===== src/rtl/spi_irq_pkg.sv =====
package spi_irq_pkg;
  localparam int IRQ_W = 7;
  localparam logic [7:0] OFS_STATUS = 8'h04;
  localparam logic [7:0] OFS_ENABLE = 8'h08;
  localparam logic [7:0] OFS_DISABLE = 8'h0C;
  localparam logic [7:0] OFS_MASK = 8'h10;
  localparam logic [7:0] OFS_WMARK = 8'h28;

  localparam int BIT_MODE_FAULT = 1;
  localparam int BIT_TX_LOW = 2;
  localparam int BIT_TX_FULL = 3;
  localparam int BIT_RX_AVAIL = 4;

  typedef struct packed {
    logic stat_clr;
    logic mask_set;
    logic mask_clr;
    logic wm_load;
  } wr_strobe_t;
endpackage


===== src/rtl/spi_irq_cell.sv =====
module spi_irq_cell #(
  parameter bit IS_LEVEL = 1'b0
) (
  input  logic clk,
  input  logic rst_n,
  input  logic ev,
  input  logic clr,
  output logic stat
);
  generate
    if (IS_LEVEL) begin : g_level
      always_ff @(posedge clk) begin
        if (!rst_n) stat <= 1'b0;
        else        stat <= ev;
      end
      // bit follows the level sampled one edge earlier
      a_r7_level_high: assert property (@(posedge clk) disable iff (!rst_n)
        ev |=> stat);
      a_r7_level_low: assert property (@(posedge clk) disable iff (!rst_n)
        !ev |=> !stat);
    end else begin : g_edge
      always_ff @(posedge clk) begin
        if (!rst_n) stat <= 1'b0;
        else        stat <= ev | (stat & ~clr);
      end
      a_r4_set_wins: assert property (@(posedge clk) disable iff (!rst_n)
        ev |=> stat);
      a_r3_clear: assert property (@(posedge clk) disable iff (!rst_n)
        (!ev && clr) |=> !stat);
      a_r2_hold: assert property (@(posedge clk) disable iff (!rst_n)
        (stat && !clr) |=> stat);
    end
  endgenerate
endmodule


===== src/rtl/spi_irq_status.sv =====
module spi_irq_status #(
  parameter int W = 7,
  parameter logic [W-1:0] LEVEL_BITS = '0
) (
  input  logic         clk,
  input  logic         rst_n,
  input  logic [W-1:0] ev,
  input  logic         clr_we,
  input  logic [W-1:0] clr_bits,
  output logic [W-1:0] stat
);
  for (genvar i = 0; i < W; i++) begin : g_bit
    spi_irq_cell #(.IS_LEVEL(LEVEL_BITS[i])) u_cell (
      .clk  (clk),
      .rst_n(rst_n),
      .ev   (ev[i]),
      .clr  (clr_we & clr_bits[i]),
      .stat (stat[i])
    );
  end
endmodule


===== src/rtl/spi_irq_mask.sv =====
module spi_irq_mask #(
  parameter int W = 7
) (
  input  logic         clk,
  input  logic         rst_n,
  input  logic         set_we,
  input  logic         clr_we,
  input  logic [W-1:0] bits,
  output logic [W-1:0] mask
);
  logic [W-1:0] set_v, clr_v;
  assign set_v = set_we ? bits : '0;
  assign clr_v = clr_we ? bits : '0;

  always_ff @(posedge clk) begin
    if (!rst_n) mask <= '0;
    else        mask <= (mask | set_v) & ~clr_v;
  end

  for (genvar i = 0; i < W; i++) begin : g_chk
    a_r5_enable_sets: assert property (@(posedge clk) disable iff (!rst_n)
      (set_we && bits[i]) |=> mask[i]);
    a_r6_disable_clears: assert property (@(posedge clk) disable iff (!rst_n)
      (clr_we && bits[i]) |=> !mask[i]);
    a_r5_zero_keeps: assert property (@(posedge clk) disable iff (!rst_n)
      !((set_we || clr_we) && bits[i]) |=> (mask[i] == $past(mask[i])));
  end
endmodule


===== src/rtl/spi_irq_decode.sv =====
module spi_irq_decode
  import spi_irq_pkg::*;
#(
  parameter int ADDR_W = 8,
  parameter int DATA_W = 32,
  parameter int W = 7,
  parameter int WM_W = 8
) (
  input  logic              clk,
  input  logic              rst_n,
  input  logic              wr,
  input  logic [ADDR_W-1:0] addr,
  input  logic [W-1:0]      stat,
  input  logic [W-1:0]      mask,
  input  logic [WM_W-1:0]   wm,
  output wr_strobe_t        strb,
  output logic [DATA_W-1:0] rdata
);
  localparam logic [ADDR_W-1:0] A_STAT = ADDR_W'(OFS_STATUS);
  localparam logic [ADDR_W-1:0] A_EN   = ADDR_W'(OFS_ENABLE);
  localparam logic [ADDR_W-1:0] A_DIS  = ADDR_W'(OFS_DISABLE);
  localparam logic [ADDR_W-1:0] A_MASK = ADDR_W'(OFS_MASK);
  localparam logic [ADDR_W-1:0] A_WM   = ADDR_W'(OFS_WMARK);

  always_comb begin
    strb.stat_clr = wr && (addr == A_STAT);
    strb.mask_set = wr && (addr == A_EN);
    strb.mask_clr = wr && (addr == A_DIS);
    strb.wm_load  = wr && (addr == A_WM);
  end

  always_comb begin
    unique case (addr)
      A_STAT:  rdata = DATA_W'(stat);
      A_MASK:  rdata = DATA_W'(mask);
      A_WM:    rdata = DATA_W'(wm);
      default: rdata = '0;
    endcase
  end

  // a write reaches at most one register
  a_r10_one_target: assert property (@(posedge clk) disable iff (!rst_n)
    $onehot0(strb));
  a_r10_no_stray_write: assert property (@(posedge clk) disable iff (!rst_n)
    (!wr) |-> (strb == '0));
endmodule


===== src/rtl/spi_irq_bank.sv =====
module spi_irq_bank
  import spi_irq_pkg::*;
#(
  parameter int ADDR_W = 8,
  parameter int DATA_W = 32,
  parameter int NUM_EV = IRQ_W,
  parameter logic [NUM_EV-1:0] LEVEL_BITS = NUM_EV'(1) << BIT_RX_AVAIL,
  parameter int WM_W = 8,
  parameter logic [WM_W-1:0] WM_RESET = WM_W'(1)
) (
  input  logic              clk,
  input  logic              rst_n,
  input  logic              reg_wr,
  input  logic [ADDR_W-1:0] reg_addr,
  input  logic [DATA_W-1:0] reg_wdata,
  output logic [DATA_W-1:0] reg_rdata,
  input  logic [NUM_EV-1:0] ev_in,
  output logic [WM_W-1:0]   wmark,
  output logic              irq
);
  wr_strobe_t        strb;
  logic [NUM_EV-1:0] stat, mask;
  logic [NUM_EV-1:0] wbits;
  logic              pending;

  assign wbits = reg_wdata[NUM_EV-1:0];

  spi_irq_decode #(.ADDR_W(ADDR_W), .DATA_W(DATA_W), .W(NUM_EV), .WM_W(WM_W)) u_dec (
    .clk  (clk),
    .rst_n(rst_n),
    .wr   (reg_wr),
    .addr (reg_addr),
    .stat (stat),
    .mask (mask),
    .wm   (wmark),
    .strb (strb),
    .rdata(reg_rdata)
  );

  spi_irq_status #(.W(NUM_EV), .LEVEL_BITS(LEVEL_BITS)) u_stat (
    .clk     (clk),
    .rst_n   (rst_n),
    .ev      (ev_in),
    .clr_we  (strb.stat_clr),
    .clr_bits(wbits),
    .stat    (stat)
  );

  spi_irq_mask #(.W(NUM_EV)) u_mask (
    .clk   (clk),
    .rst_n (rst_n),
    .set_we(strb.mask_set),
    .clr_we(strb.mask_clr),
    .bits  (wbits),
    .mask  (mask)
  );

  always_ff @(posedge clk) begin
    if (!rst_n)            wmark <= WM_RESET;
    else if (strb.wm_load) wmark <= reg_wdata[WM_W-1:0];
  end

  assign pending = |(stat & mask);

  always_ff @(posedge clk) begin
    if (!rst_n) irq <= 1'b0;
    else        irq <= pending;
  end

  a_r8_irq_rise: assert property (@(posedge clk) disable iff (!rst_n)
    pending |=> irq);
  a_r8_irq_fall: assert property (@(posedge clk) disable iff (!rst_n)
    !pending |=> !irq);
  a_r9_wm_load: assert property (@(posedge clk) disable iff (!rst_n)
    strb.wm_load |=> (wmark == $past(reg_wdata[WM_W-1:0])));
  a_r10_wm_keep: assert property (@(posedge clk) disable iff (!rst_n)
    !strb.wm_load |=> $stable(wmark));
endmodule


===== config.mk =====
export PLATFORM = sky130hd
export DESIGN_NAME = spi_irq_bank
export DESIGN_NICKNAME = d
export VERILOG_FILES = /design/src/rtl/spi_irq_pkg.sv /design/src/rtl/spi_irq_cell.sv /design/src/rtl/spi_irq_status.sv /design/src/rtl/spi_irq_mask.sv /design/src/rtl/spi_irq_decode.sv /design/src/rtl/spi_irq_bank.sv
export SDC_FILE = /design/constraint.sdc
export NUM_CORES = 1
export LEC_CHECK = 0
export BUFFER_PORTS_ARGS = -buffer_cell sky130_fd_sc_hd__buf_4
export CORE_MARGIN = 10
export CORE_UTILIZATION = 37
export DETAILED_ROUTE_END_ITERATION = 7
export PLACE_DENSITY = 0.78
export SLEW_MARGIN = 20
export SYNTH_ARGS = -nofsm -noshare
export SYNTH_HDL_FRONTEND = slang
export SYNTH_HIERARCHICAL = 1
export SYNTH_SLANG_ARGS = --single-unit

===== constraint.sdc =====
create_clock -name clk -period 1.8 [get_ports clk]
set_clock_uncertainty 0.15 [all_clocks]
set_input_delay 0.09 -clock clk [delete_from_list [all_inputs] [get_ports clk]]
set_output_delay 0.09 -clock clk [all_outputs]
set_load 0.02 [all_outputs]

==> key figures <==
Run status
  – Status: finished, final reports clean

Yosys
  – Syn_area_per_cell: 9.506 sq um
  – Mapped cell area: 0.001321 sq mm
  – Yosys warning total: 6
  – Cells after Synth: 139

Clocking
  – Worst-Skew Late Latency: 0.30 ns
  – # H-tree levels: 1
  – Num CTS Buffers: 3
  – Root Driver: clkbuf_4
  – Clock-pin slew on the worst setup and hold paths: 0.13 ns
  – CTS max path bufs: 2
  – CTS Sinks: 23
  – CTS tree: built

Pwr
  – Combinational share of power: 0.200
  – Clock power frac: 0.247
  – PD cells: 520.5 mW/mm^2
  – P_int: slightly below 700 uW
  – Total Power: 955.3 uW
  – Sw Share: 0.2730
  – Peak supply drop: between 0.0002 and 0.0003 V
  – Sequential Power Share: 0.554
  – Leakage: 0.0007873 uW
  – Total net switching power: about 260 uW

Setup path
  – CP Capture Type: output port
  – CP peak stage delay: 0.54 ns
  – WP data required: 1.56 ns
  – WS Path Type: input port to output port
  – CP max FO: 7
  – Crit-path slowest cell: or4_4
  – CP most frequent cell: buf_4
  – Critical path, cell by cell: buf_4, or4_4, nor2_4, o2bb2ai_1, buf_4
  – Arr. time, crit path: 1.27 ns
  – Kind of start point of the critical path: input port
  – Reg2reg path depth: 2

Min path
  – Min-Delay Path Class: input port to register
  – Hold path cells: 5

Timing
  – Final hold viol count: 0
  – Crit path time final: 1.512 ns
  – Pins over their slew limit: 0
  – Fin crit share: 0.8398
  – Setup tns final: 0 ns
  – Final setup vio count: 0
  – RSZ-0062 raised after global routing: no
  – Fmax: roughly 660 MHz

GRT
  – Pin count of the biggest net entering global routing: 14
  – Overall routing resource usage: 0.1080
  – First-pass GRT wire length: 5595 um
  – Vias in the first global route: 1144
  – Initial antenna violation count: 0
  – Overflow after GRT: 0

Layout
  – Post-route cell area: 0.001836 sq mm
  – Ant. Diodes: 0
  – Area grow syn2layout: 38.92%
  – Fin nets: 257
  – Fraction of layout cells with a size suffix above 1: 0.3010

Drt
  – Avg WL per Cell: roughly 14 um
  – Starting DRT DRC Count: 56
  – Number of remaining DRC errors: 0
  – Router iterations before antenna repair: 4
  – Vias/cell: 4.639
  – Routed via count: 1169
  – WL final: roughly 3500 um
  – Routed Antenna Nets: 0

Run
  – Max_cap viols: 0

Place
  – Final HPWL DP: 2711 um
  – I/O Buffers: 42
  – Area after DPL: 0.001638 sq mm
  – GP Congestion: 0.7834

Die
  – Number of I/O pins: 91
  – Die ar.: 0.006361 sq mm
  – Die width: 79.76 um
  – Rows: 21
  – Die Ht: 79.76 um
  – Core Region: 0.003390 sq mm
  – Initial Utilization: 0.3898
-- worst paths after layout --
path,start,to,slack [ns]
worst max register to register,u_stat/g_bit[3].u_cell/stat,irq,0.74
worst min register to register,wmark[0],wmark[0],0.38
worst min-delay path,reg_addr[2],u_mask/mask[1],0.16
worst max-delay path,reg_addr[1],reg_rdata[1],0.29
-- final cells by class --
cell class,count,area (sq um)
timing repair buffer,65,530.5
sequential,23,460.4
tap,46,57.56
multi-input combinational,110,744.5
clock inverter,1,5.005
fill,331,1554
clock buffer,3,22.52
inverter,4,15.01
-- routing by layer --
metal,up-vias,track usage,share of wire
met5,-,0,0
li1,585,-,-
met3,2,0.04167,0.11
met1,532,0.1316,0.41
met4,0,0.03169,0.0054
met2,50,0.1715,0.47
-- cell usage in the layout (no fill, tap or decap), types with 2 or more instances in the layout --
cell type and count:
nand3b_1 2, o2bb2ai_1 6, buf_4 48, clkbuf_4 3, nor2_1 13, o21a_1 7
a211oi_1 7, dfxtp_1 23, dlygate4sd3_1 17, conb_1 24, nand2_1 3, and2_1 8
nor2b_4 6, nor2b_1 2, mux2i_1 8, a22oi_1 8, a21oi_1 7, inv_1 4
-- state kept, by name (all words and copies together), names as in the netlist --
register,flops
u_mask/mask,7
u_stat/g_bit.u_cell/stat,7
irq,1
wmark,8
-- critical path, delay by kind of cell --
kind,cells,cell delay (ns)
AOI/OAI and AO/OA,1,0.14
buffers and inverters,2,0.28
and+or+nand+nor,2,0.76
-- metrics by stage --
stage,utilization,hold slack (ns),worst slack (ns),cells
floorplan,-,0.001941,0.05729,162
global placement,0.4832,0.1498,0.1522,231
detailed placement,0.4832,0.1531,0.1491,231
CTS,0.5415,0.1407,0.2733,252
global route,0.5415,0.1680,0.09115,252
finish,0.5415,0.1586,0.2883,252
-- power by group through the flow --
stage / Combinational, uW / Sequential, uW / Clock, uW
CTS: 188 / 529 / 250
global route: 206 / 531 / 280
detailed placement: 158 / 541 / 0
global placement: 157 / 540 / 0
floorplan: 130 / 538 / 0
finish: 191 / 529 / 236
-- repair_timing --
action	in CTS	in global routing
hold buffers	17	0
setup buffers	0	0
hold endpoints to repair	22	0
resized for setup	0	0
No activity file was read; power rests on OpenSTA's default activity.
